### config.mk
export PLATFORM = sky130hd
export DESIGN_NAME = mbx_irq_ctrl
export DESIGN_NICKNAME = d
export VERILOG_FILES = /design/src/rtl/mbx_pkg.sv /design/src/rtl/mbx_addr_match.sv /design/src/rtl/mbx_port_decode.sv /design/src/rtl/mbx_flag.sv /design/src/rtl/mbx_irq_ctrl.sv
export SDC_FILE = /design/constraint.sdc
export NUM_CORES = 1
export LEC_CHECK = 0
export BUFFER_PORTS_ARGS = -buffer_cell sky130_fd_sc_hd__buf_2
export CAP_MARGIN = 40
export CORE_AREA = 2 2 39 41
export CTS_BUF_LIST = sky130_fd_sc_hd__clkbuf_8 sky130_fd_sc_hd__clkbuf_16
export DETAILED_ROUTE_END_ITERATION = 10
export DIE_AREA = 0 0 41 43
export PLACE_DENSITY = 0.6
export SYNTH_ARGS = -nofsm -noshare
export SYNTH_HDL_FRONTEND = slang
export SYNTH_SLANG_ARGS = --single-unit
### constraint.sdc
create_clock -name clk -period 1.26 [get_ports clk]
set_clock_uncertainty 0.2 [all_clocks]
set_input_delay 0.189 -clock clk [delete_from_list [all_inputs] [get_ports clk]]
set_output_delay 0.189 -clock clk [all_outputs]
set_load 0.02 [all_outputs]
### src/rtl/mbx_pkg.sv
package mbx_pkg;

   typedef enum logic {
      SIDE_L = 1'b0,
      SIDE_R = 1'b1
   } mbx_side_e;

   typedef struct packed {
      logic peer_set;
      logic own_clr;
   } mbx_evt_t;

   localparam int unsigned MBX_NSIDE = 2;

endpackage

### src/rtl/mbx_addr_match.sv
module mbx_addr_match
   import mbx_pkg::*;
#(
   parameter int unsigned ADDR_W = 12,
   parameter mbx_side_e   SIDE   = SIDE_L
) (
   input  logic [ADDR_W-1:0] addr,
   output logic              hit_own,
   output logic              hit_peer
);

   localparam logic [ADDR_W-1:0] BOX_TOP  = {ADDR_W{1'b1}};
   localparam logic [ADDR_W-1:0] BOX_NEXT = BOX_TOP - 1'b1;

   generate
      if (SIDE == SIDE_R) begin : g_right
         assign hit_own  = (addr == BOX_TOP);
         assign hit_peer = (addr == BOX_NEXT);
      end else begin : g_left
         assign hit_own  = (addr == BOX_NEXT);
         assign hit_peer = (addr == BOX_TOP);
      end
   endgenerate

endmodule

### src/rtl/mbx_port_decode.sv
module mbx_port_decode
   import mbx_pkg::*;
#(
   parameter int unsigned ADDR_W = 12,
   parameter mbx_side_e   SIDE   = SIDE_L
) (
   input  logic              sel,
   input  logic              wr,
   input  logic              oe,
   input  logic              busy,
   input  logic [ADDR_W-1:0] addr,
   output mbx_evt_t          evt
);

   logic hit_own;
   logic hit_peer;
   logic granted;

   mbx_addr_match #(
      .ADDR_W (ADDR_W),
      .SIDE   (SIDE)
   ) u_match (
      .addr     (addr),
      .hit_own  (hit_own),
      .hit_peer (hit_peer)
   );

   assign granted = sel & ~busy;

   always_comb begin
      evt          = '0;
      evt.peer_set = granted & wr & hit_peer;
      evt.own_clr  = granted & ~wr & oe & hit_own;
   end

endmodule

### src/rtl/mbx_flag.sv
module mbx_flag (
   input  logic clk,
   input  logic rst_n,
   input  logic set_req,
   input  logic clr_req,
   output logic irq_n
);

   logic flag_q;

   always_ff @(posedge clk or negedge rst_n) begin
      if (!rst_n) begin
         flag_q <= 1'b0;
      end else if (set_req) begin
         flag_q <= 1'b1;
      end else if (clr_req) begin
         flag_q <= 1'b0;
      end
   end

   assign irq_n = ~flag_q;

endmodule

### src/rtl/mbx_irq_ctrl.sv
module mbx_irq_ctrl
   import mbx_pkg::*;
#(
   parameter int unsigned ADDR_W = 12
) (
   input  logic              clk,
   input  logic              rst_n,
   input  logic              l_sel,
   input  logic              l_wr,
   input  logic              l_oe,
   input  logic              l_busy,
   input  logic [ADDR_W-1:0] l_addr,
   input  logic              r_sel,
   input  logic              r_wr,
   input  logic              r_oe,
   input  logic              r_busy,
   input  logic [ADDR_W-1:0] r_addr,
   output logic              l_irq_n,
   output logic              r_irq_n
);

   generate
      if (ADDR_W < 2) begin : g_bad_width
         $error("mbx_irq_ctrl: ADDR_W must be at least 2");
      end
   endgenerate

   logic [MBX_NSIDE-1:0] sel_v;
   logic [MBX_NSIDE-1:0] wr_v;
   logic [MBX_NSIDE-1:0] oe_v;
   logic [MBX_NSIDE-1:0] busy_v;
   logic [ADDR_W-1:0]    addr_v [MBX_NSIDE];
   mbx_evt_t             evt_v  [MBX_NSIDE];
   logic [MBX_NSIDE-1:0] irq_n_v;

   assign sel_v  = {r_sel,  l_sel};
   assign wr_v   = {r_wr,   l_wr};
   assign oe_v   = {r_oe,   l_oe};
   assign busy_v = {r_busy, l_busy};
   assign addr_v[SIDE_L] = l_addr;
   assign addr_v[SIDE_R] = r_addr;

   generate
      for (genvar s = 0; s < MBX_NSIDE; s++) begin : g_side
         localparam mbx_side_e THIS_SIDE = mbx_side_e'(s);
         localparam int unsigned PEER    = MBX_NSIDE - 1 - s;

         mbx_port_decode #(
            .ADDR_W (ADDR_W),
            .SIDE   (THIS_SIDE)
         ) u_dec (
            .sel  (sel_v[s]),
            .wr   (wr_v[s]),
            .oe   (oe_v[s]),
            .busy (busy_v[s]),
            .addr (addr_v[s]),
            .evt  (evt_v[s])
         );

         mbx_flag u_flag (
            .clk     (clk),
            .rst_n   (rst_n),
            .set_req (evt_v[PEER].peer_set),
            .clr_req (evt_v[s].own_clr),
            .irq_n   (irq_n_v[s])
         );
      end
   endgenerate

   assign l_irq_n = irq_n_v[SIDE_L];
   assign r_irq_n = irq_n_v[SIDE_R];

endmodule

Yosys cells after proc, flatten, opt, wreduce, memory -nomap -nowiden. Index checks and enable logic that the tools add are counted.

Reduce and logical (&&, ||, !) cells: 2. Equality and inequality tests: 4. Bitwise operators: 18. Mux-type cells: 4.

Operators by type and width (number): $eq 12x12->1 const B (4); $and 1x1->1 (12); $not 1->1 (6); $mux 1 (4); $reduce_bool 2->1 (2).

Bits of input ports: 34. Bits in registers: 2.

Logic depth before layout (Yosys ltp). Gate-level depths: netlist (run 1).

Depth after elaboration: 7. Depth in mapped cells: 4. Gate-level depth less buffers: 4.

Modules after synthesis. From an unflattened synthesis (run 1), not the netlist that was laid out.

Cell total of the unflattened synthesis: 24. Area total of the unflattened synthesis: 202.7 µm².

By module, submodules not included: mbx_flag (cells an instance 3, times used 2, area an instance 40.0 µm²); mbx_addr_match (cells an instance 6, times used 2, area an instance 37.5 µm²); mbx_port_decode (cells an instance 3, times used 2, area an instance 23.8 µm²).

Worst setup path after synthesis (run 1). OpenSTA, ideal clock, no wires.

Path kind: input to register. From: input port r_busy. To: register g_side[1].u_flag.flag_q. Setup slack: -4 ps. Cell stages on the path: 4. Buffers on the path: 0. Arrival: 942 ps. Library setup time: 122 ps. Cells stage by stage: nand4b_1 -> nor4_2 -> nand4b_1 -> a32o_1.

Word-level cells in the longest chain between the ends: 6.

RTL lines: from (decl) (RTL line mbx_irq_ctrl.sv:16) `input logic r_busy,`; $not 1->1 (RTL line mbx_port_decode.sv:28) `assign granted = sel & ~busy;`; $and 1x1->1 (RTL line mbx_port_decode.sv:28); $and 1x1->1 (3 in series) (RTL line mbx_port_decode.sv:33) `evt.own_clr = granted & ~wr & oe & hit_own;`; $reduce_bool 2->1 (no line); to (signal assigned) (RTL line mbx_flag.sv:13) `flag_q <= 1'b0;`; to (signal assigned) (RTL line mbx_flag.sv:15) `flag_q <= 1'b1;`; to (signal assigned) (RTL line mbx_flag.sv:17) `flag_q <= 1'b0;`; to (decl) (RTL line mbx_flag.sv:9) `logic flag_q;`.

No other way between the ends. A chain may end at the register's enable or synchronous reset.

Worst setup path in the final report (run 1).
From: input port l_busy. To: register g_side[0].u_flag.flag_q.

Word-level cells in the longest chain between the ends: 6.

RTL lines: from (decl) (RTL line mbx_irq_ctrl.sv:11) `input logic l_busy,`; $not 1->1 (RTL line mbx_port_decode.sv:28); $and 1x1->1 (RTL line mbx_port_decode.sv:28); $and 1x1->1 (3 in series) (RTL line mbx_port_decode.sv:33); $reduce_bool 2->1 (no line); to (signal assigned) (RTL line mbx_flag.sv:13); to (signal assigned) (RTL line mbx_flag.sv:15); to (signal assigned) (RTL line mbx_flag.sv:17); to (decl) (RTL line mbx_flag.sv:9).

No other way between the ends.

==> results by group, run 1 <==
Outcome
  – Status: complete, no violations

Timing
  – Final Hold Viols: 0
  – Max-slew headroom: 0.813
  – Final setup viols: 0
  – Fin. max-slew vios: 0
  – Period minus WS final: 1180 ps
  – Worst-Margin Slew: 278 ps
  – RSZ-0062 raised after global routing: false
  – Fmax achieved: 0.845 GHz
  – Tcrit/Tclk final: 0.939

Logic synthesis
  – Syn Std Cell Area: 171 um2
  – Mux share of post-synthesis cell area: 0
  – Post-synthesis compound-gate area fraction: 0.117
  – Sequential share of the synthesized area: 0.292
  – Simple-gate portion of the synthesized area: 0.526
  – Synth Area in Adders: 0
  – Synthesized net count: 54
  – Library cells used by synthesis: 9
  – Synth Register Bits: 2
  – Synth Area in XOR/XNOR: 0
  – Synthesis Warnings: 0
  – Syn Area/Cell: 8.57 um2
  – Mapped Cells: 20
  – Main combinational cell family by area after synthesis: simple AND/OR/NAND/NOR gates

Clocking
  – TritonCTS clock tree: done
  – CTS Buf Count: 3
  – Clock buffer depth: 2
  – Worst skew pair latency: 210 ps
  – CTS root buf: clkbuf_8
  – Worst-path clk slew: 30 ps
  – CTS sink cnt: 2
  – Setup Buffers After CTS: 0
  – Resize count post-CTS: 0
  – H-Tree Depth: 1

Pwr
  – Power Density: 900 nW/um2
  – Static leakage: 0.210 nW
  – Maximum VDD drop: 219 uV
  – Clock Power Share: 0.659
  – Tot Pwr: 0.376 mW
  – Seq pwr share: 0.173
  – Internal: 0.309 mW
  – Combinational share of power: 0.168
  – Psw: 0.0670 mW
  – Sw frac: 0.178

Setup path
  – Worst setup SP type: input port
  – Slowest cell on the critical path: nor4_2
  – Worst EP required: 1150 ps
  – Critical Path End Type: register
  – Crit path kind: in -> reg
  – Arr. time, crit path: 1070 ps
  – Crit-path max FO: 2
  – CP Cell Sequence: buf_2 > nand4b_1 > nor4_2 > nand3_1 > a32o_1
  – Crit-path max cell delay: 310 ps

Floorplanning
  – Initial Utilization: 0.124
  – Die Y: 43 um
  – Core box area: 1380 um2
  – # IOs: 36
  – Die Area: 1760 um2
  – Die width: 41 um
  – Site Rows: 14

Final layout
  – Top reg by flops: g_side.u_flag.flag_q
  – Layout area overhead: 144%
  – Share of cells above drive strength 1: 0.678
  – Number of antenna diodes: 0
  – Final non-filler cell area: 418 um2
  – Largest regs: g_side.u_flag.flag_q (2)
  – Net count reported at finish: 95
  – Max FFs per register: 2
  – Fill count: 152

Detailed routing
  – Antenna Violating Nets Remaining: 0
  – Iteration-0 DRC count of the detailed router: 9
  – WL final: 609 um
  – Wire length per cell: 8.12 um
  – DR vias/cell: 4.15
  – Pre-antenna DRT Iters: 4
  – Number of remaining DRC errors: 0
  – Via count: 311

Global routing
  – Global-route wire length before repair: 1060 um
  – Largest net degree at the start of global routing: 3
  – Initial antenna violation count: 0
  – GRT overflow: 0
  – GRT Overall Usage: 0.0912
  – Vias in the first global route: 290

Place
  – Placed cell area: 367 um2
  – DP Wirelength: 567 um
  – Port-buffer cells: 35
  – RD Place Congestion: 0.574

Worst hold path
  – Hold WC Path Type: in -> reg

Flow run
  – Max Cap Violations: 0
==> through the flow <==
stage / hold WS [ps] / cells / TNS [ps] / setup WS (ps) / utilization
floorplan: -307 / 20 / 0 / 15.4 / -
global placement: -224 / 71 / -261 / -131 / 0.265
detailed placement: -225 / 71 / -292 / -147 / 0.265
CTS: 39.6 / 75 / 0 / 73.3 / 0.302
global route: 37.3 / 75 / 0 / 24.3 / 0.302
finish: 43.6 / 75 / 0 / 77.0 / 0.302
==> worst max-delay path, delay by kind of cell <==
| family | cells | cell delay (ps) |
|---|---|---|
| buf+inv | 1 | 90 |
| compound gates | 1 | 210 |
| simple gates | 3 | 590 |
==> metal layers <==
layer,up-vias,wire length (um),track usage
met4,0,0,0.0800
met3,0,90,0.0314
li1,158,-,-
met1,131,223,0.0927
met5,-,0,0
met2,22,295,0.138
==> repair_timing <==
action,4_1_cts,5_1_grt
hold buffers,1,0
endpoints found under the setup margin,0,0
hold endpoints to repair,2,0
==> cell type report <==
type	instances	area, um2	share of cell area
tap	16	20.0	0.0479
timing repair buffer	36	185	0.443
clock buffer	3	41.3	0.0988
multi-input combinational	15	110	0.263
sequential	2	50.0	0.120
inverter	3	11.3	0.0269
==> power by group through the flow <==
stage | registers (mW) | clock network (mW) | logic, mW
final | 0.0650 | 0.248 | 0.0632
after global routing | 0.0650 | 0.270 | 0.0710
after CTS | 0.0650 | 0.258 | 0.0640
after detailed placement | 0.0656 | 0 | 0.0613
after global placement | 0.0656 | 0 | 0.0599
after floorplan | 0.0656 | 0 | 0.00976
==> cells in the mapped netlist <==
| library cell | count | area [um2] |
|---|---|---|
| nand3_1 | 3 | 15.0 |
| nand2_1 | 2 | 7.51 |
| dfrtp_1 | 2 | 50.1 |
| inv_1 | 3 | 11.3 |
| nor4_2 | 2 | 25.0 |
| nand4b_1 | 3 | 26.3 |
| nor2_1 | 1 | 3.75 |
| nand4_1 | 2 | 12.5 |
| a32o_1 | 2 | 20.0 |
==> cell families after synthesis <==
group                  after synthesis
DFF                                  2
and+or+nand+nor                     13
buffers and inverters                3
AOI/OAI and AO/OA                    2
==> placed cells by master, fill, tap and decap left out, drive strengths merged <==
cell type,synthesis,final
nor4,2,2
nand4,2,2
nand2,2,2
nand3,3,3
a32o,2,2
nor2,1,1
buf,0,35
inv,3,3
nand4b,3,3
clkbuf,0,3
dlygate4sd3,0,1
dfrtp,2,2
==> worst paths after layout <==
path	from	endpoint	slack [ps]	cells past startpoint
max	l_busy	g_side[0].u_flag.flag_q$_DFFE_PN0P_	80	5
min	r_wr	g_side[0].u_flag.flag_q$_DFFE_PN0P_	40	2
max reg2reg	g_side[1].u_flag.flag_q$_DFFE_PN0P_	g_side[1].u_flag.flag_q$_DFFE_PN0P_	360	1
min reg2reg	g_side[0].u_flag.flag_q$_DFFE_PN0P_	g_side[0].u_flag.flag_q$_DFFE_PN0P_	290	1
max in group asynchronous	rst_n	g_side[1].u_flag.flag_q$_DFFE_PN0P_	660	2
min in group asynchronous	rst_n	g_side[0].u_flag.flag_q$_DFFE_PN0P_	100	2
Note: power is estimated with default switching activity, not from simulation.
==> run 2, diff against run 1 <==
--- a/config.mk
+++ b/config.mk
@@ -5,13 +5,12 @@
 export SDC_FILE = /design/constraint.sdc
 export NUM_CORES = 1
 export LEC_CHECK = 0
-export BUFFER_PORTS_ARGS = -buffer_cell sky130_fd_sc_hd__buf_2
 export CAP_MARGIN = 40
 export CORE_AREA = 2 2 39 41
-export CTS_BUF_LIST = sky130_fd_sc_hd__clkbuf_8 sky130_fd_sc_hd__clkbuf_16
 export DETAILED_ROUTE_END_ITERATION = 10
 export DIE_AREA = 0 0 41 43
-export PLACE_DENSITY = 0.6
+export DONT_BUFFER_PORTS = 1
+export PLACE_DENSITY = 0.37
 export SYNTH_ARGS = -nofsm -noshare
 export SYNTH_HDL_FRONTEND = slang
 export SYNTH_SLANG_ARGS = --single-unit
==> run 2 against run 1 <==
Effect of this change: critical path depth down 4; clock power down 44%; fmax rose by 4.2%; non-clock buffer count fell by 29; die area stayed put; via count shrank 26%; register-to-register slack about the same; first-iteration DRC count is 78% lower; largest power group unchanged; combinational power is 57% lower; count of clock-buffer cells in the layout unchanged; critical path type is now reg -> out; core utilization is 9.9 points lower; worst hold slack lost 40 ps.
==> results by group, run 2 (synthesis results as in run 1) <==
Detailed routing
  – Number of remaining DRC errors: 0 (unchanged)
  – Wire length per cell: 13.5 um (was 8.12 um)
  – DR vias/cell: 5.02 (was 4.15)
  – Antenna Violating Nets Remaining: 0 (unchanged)
  – Via count: 231 (was 311)
  – Iteration-0 DRC count of the detailed router: 2 (was 9)
  – Pre-antenna DRT Iters: 2 (was 4)
  – WL final: 621 um (was 609 um)

Timing
  – Setup ws final: 125 ps (was 77.0 ps)
  – Final setup viols: 0 (unchanged)
  – Fmax achieved: 0.881 GHz (was 0.845 GHz)
  – Period minus WS final: 1140 ps (was 1180 ps)
  – Worst-Margin Slew: 278 ps (about the same)
  – Fin. max-slew vios: 0 (unchanged)
  – RSZ-0062 raised after global routing: false (unchanged)
  – Setup TNS: 0 ps (unchanged)
  – Max-slew headroom: 0.813 (about the same)
  – Tcrit/Tclk final: 0.901 (was 0.939)
  – Final Hold Viols: 0 (unchanged)

Place
  – Port-buffer cells: 0 (was 35)
  – Setup Slack @ Placement: -62.7 ps (was -147 ps)
  – RD Place Congestion: 0.562 (was 0.574)

Final layout
  – Fill count: 155 (was 152)
  – Share of cells above drive strength 1: 0.200 (was 0.678)
  – Number of antenna diodes: 0 (unchanged)
  – Footprint of the multi-input gates: 110 um2 (unchanged)
  – Largest regs: g_side.u_flag.flag_q (2) (unchanged)
  – Reg area: 50.0 um2 (unchanged)
  – Fin util: 0.203 (was 0.302)
  – Commonest cells after routing, fill and taps aside: dlygate4sd3_1, inv_1, nand4b_1, nand3_1, clkbuf_4 (was buf_2, inv_1, nand4b_1, nand3_1, clkbuf_8)
  – Commonest non-fill, non-tap cell in the layout: dlygate4sd3_1 (was buf_2)
  – Net count reported at finish: 66 (was 95)
  – Layout area overhead: 64.2% (was 144%)
  – Top reg by flops: g_side.u_flag.flag_q (unchanged)
  – Max FFs per register: 2 (unchanged)

Clocking
  – Worst skew pair latency: 220 ps (was 210 ps)
  – CTS root buf: clkbuf_4 (was clkbuf_8)
  – TritonCTS clock tree: done (unchanged)
  – CTS Buf Count: 3 (unchanged)
  – Resize count post-CTS: 0 (unchanged)
  – CTS sink cnt: 2 (unchanged)
  – Worst-path clk slew: 30 ps (about the same)
  – Clock buffer depth: 2 (unchanged)
  – H-Tree Depth: 1 (unchanged)

Setup path
  – Crit-path max cell delay: 370 ps (was 310 ps)
  – Crit path kind: reg -> out (was in -> reg)
  – Arr. time, crit path: 750 ps (was 1070 ps)
  – FF-to-FF path depth: 1 (unchanged)
  – Crit path max-delay family: flip-flops (was simple AND/OR/NAND/NOR gates)
  – Worst path bufs/invs: 1 (unchanged)
  – Slowest cell on the critical path: dfrtp_1 (was nor4_2)
  – Worst setup SP type: register (was input port)
  – Crit-path max FO: 2 (unchanged)
  – Critical Path End Type: output port (was register)
  – Reg2reg start: g_side[1].u_flag.flag_q$_DFFE_PN0P_ (unchanged)
  – Critical Path Source: g_side[0].u_flag.flag_q$_DFFE_PN0P_ (was l_busy)
  – Worst EP required: 870 ps (was 1150 ps)
  – Crit. path cell count: 1 (was 5)
  – CP Cell Sequence: inv_1 (was buf_2 > nand4b_1 > nor4_2 > nand3_1 > a32o_1)

Outcome
  – Status: complete, no violations (unchanged)

Global routing
  – Global-route wire length before repair: 917 um (was 1060 um)
  – Vias in the first global route: 296 (was 290)
  – Largest net degree at the start of global routing: 3 (unchanged)
  – GRT overflow: 0 (unchanged)
  – GRT Overall Usage: 0.0862 (was 0.0912)
  – Initial antenna violation count: 0 (unchanged)

Floorplanning
  – # IOs: 36 (unchanged)
  – Site Rows: 14 (unchanged)
  – Die width: 41 um (unchanged)
  – Core box area: 1380 um2 (unchanged)
  – Die Area: 1760 um2 (unchanged)
  – Die Y: 43 um (unchanged)
  – Initial Utilization: 0.124 (unchanged)

Worst hold path
  – Hold WC Path Type: in -> async (was in -> reg)

Pwr
  – Static leakage: 0.0944 nW (was 0.210 nW)
  – Power Density: 821 nW/um2 (was 900 nW/um2)
  – Maximum VDD drop: 228 uV (was 219 uV)

Flow run
  – Max Cap Violations: 0 (unchanged)
run 2: cell types whose count changed in the layout (fill, tap and decap cells not counted):
cell,before,now
buf_4,0,1
clkbuf_4,0,3
clkbuf_8,3,0
dlygate4sd3_1,1,6
buf_2,35,0
run 2: path summary, 6_finish.rpt:
| kind | to | slack [ps] |
|---|---|---|
| setup / recovery | l_irq_n | 120 |
| max in group asynchronous | g_side[0].u_flag.flag_q$_DFFE_PN0P_ | 730 |
| hold / removal | g_side[1].u_flag.flag_q$_DFFE_PN0P_ | 3 |
| min in group clk | g_side[0].u_flag.flag_q$_DFFE_PN0P_ | 10 |
| setup reg to reg | g_side[1].u_flag.flag_q$_DFFE_PN0P_ | 360 |
| hold reg to reg | g_side[0].u_flag.flag_q$_DFFE_PN0P_ | 300 |
run 2: repair_timing:
| item | CTS | global route |
|---|---|---|
| endpoints found under the hold margin | 4 | 0 |
| buffers inserted | 0 | 0 |
| hold buffers | 6 | 0 |
| endpoints found under the setup margin | 0 | 0 |
run 2: cell type report:
class,instances,area share
tap,16,0.0711
clock buffer,3,0.0800
timing repair buffer,7,0.240
multi-input combinational,15,0.391
inverter,3,0.0400
sequential,2,0.178
run 2: per-stage QoR:
stage	hold slack (ps)	cell area [um2]	instances	total power, mW
finish	3.18	282	46	0.231
global route	3.82	282	46	0.251
CTS	1.00	282	46	0.237
detailed placement	-307	199	37	0.0765
global placement	-307	199	37	0.0760
floorplan	-307	171	20	0.0754
run 2: routing by layer:
layer | up-vias | wire length (um) | track usage
met5 | - | 0 | 0
met4 | 0 | 17 | 0.0800
met1 | 91 | 196 | 0.0415
li1 | 100 | - | -
met3 | 2 | 143 | 0.0628
met2 | 38 | 264 | 0.153
run 2: where the power goes:
group          internal [mW]  total [mW]  leakage [nW]  switching (mW)
Clock                  0.105       0.139        0.0138          0.0344
Combinational         0.0180      0.0269        0.0526         0.00891
Sequential            0.0649      0.0650        0.0279       0.0000801
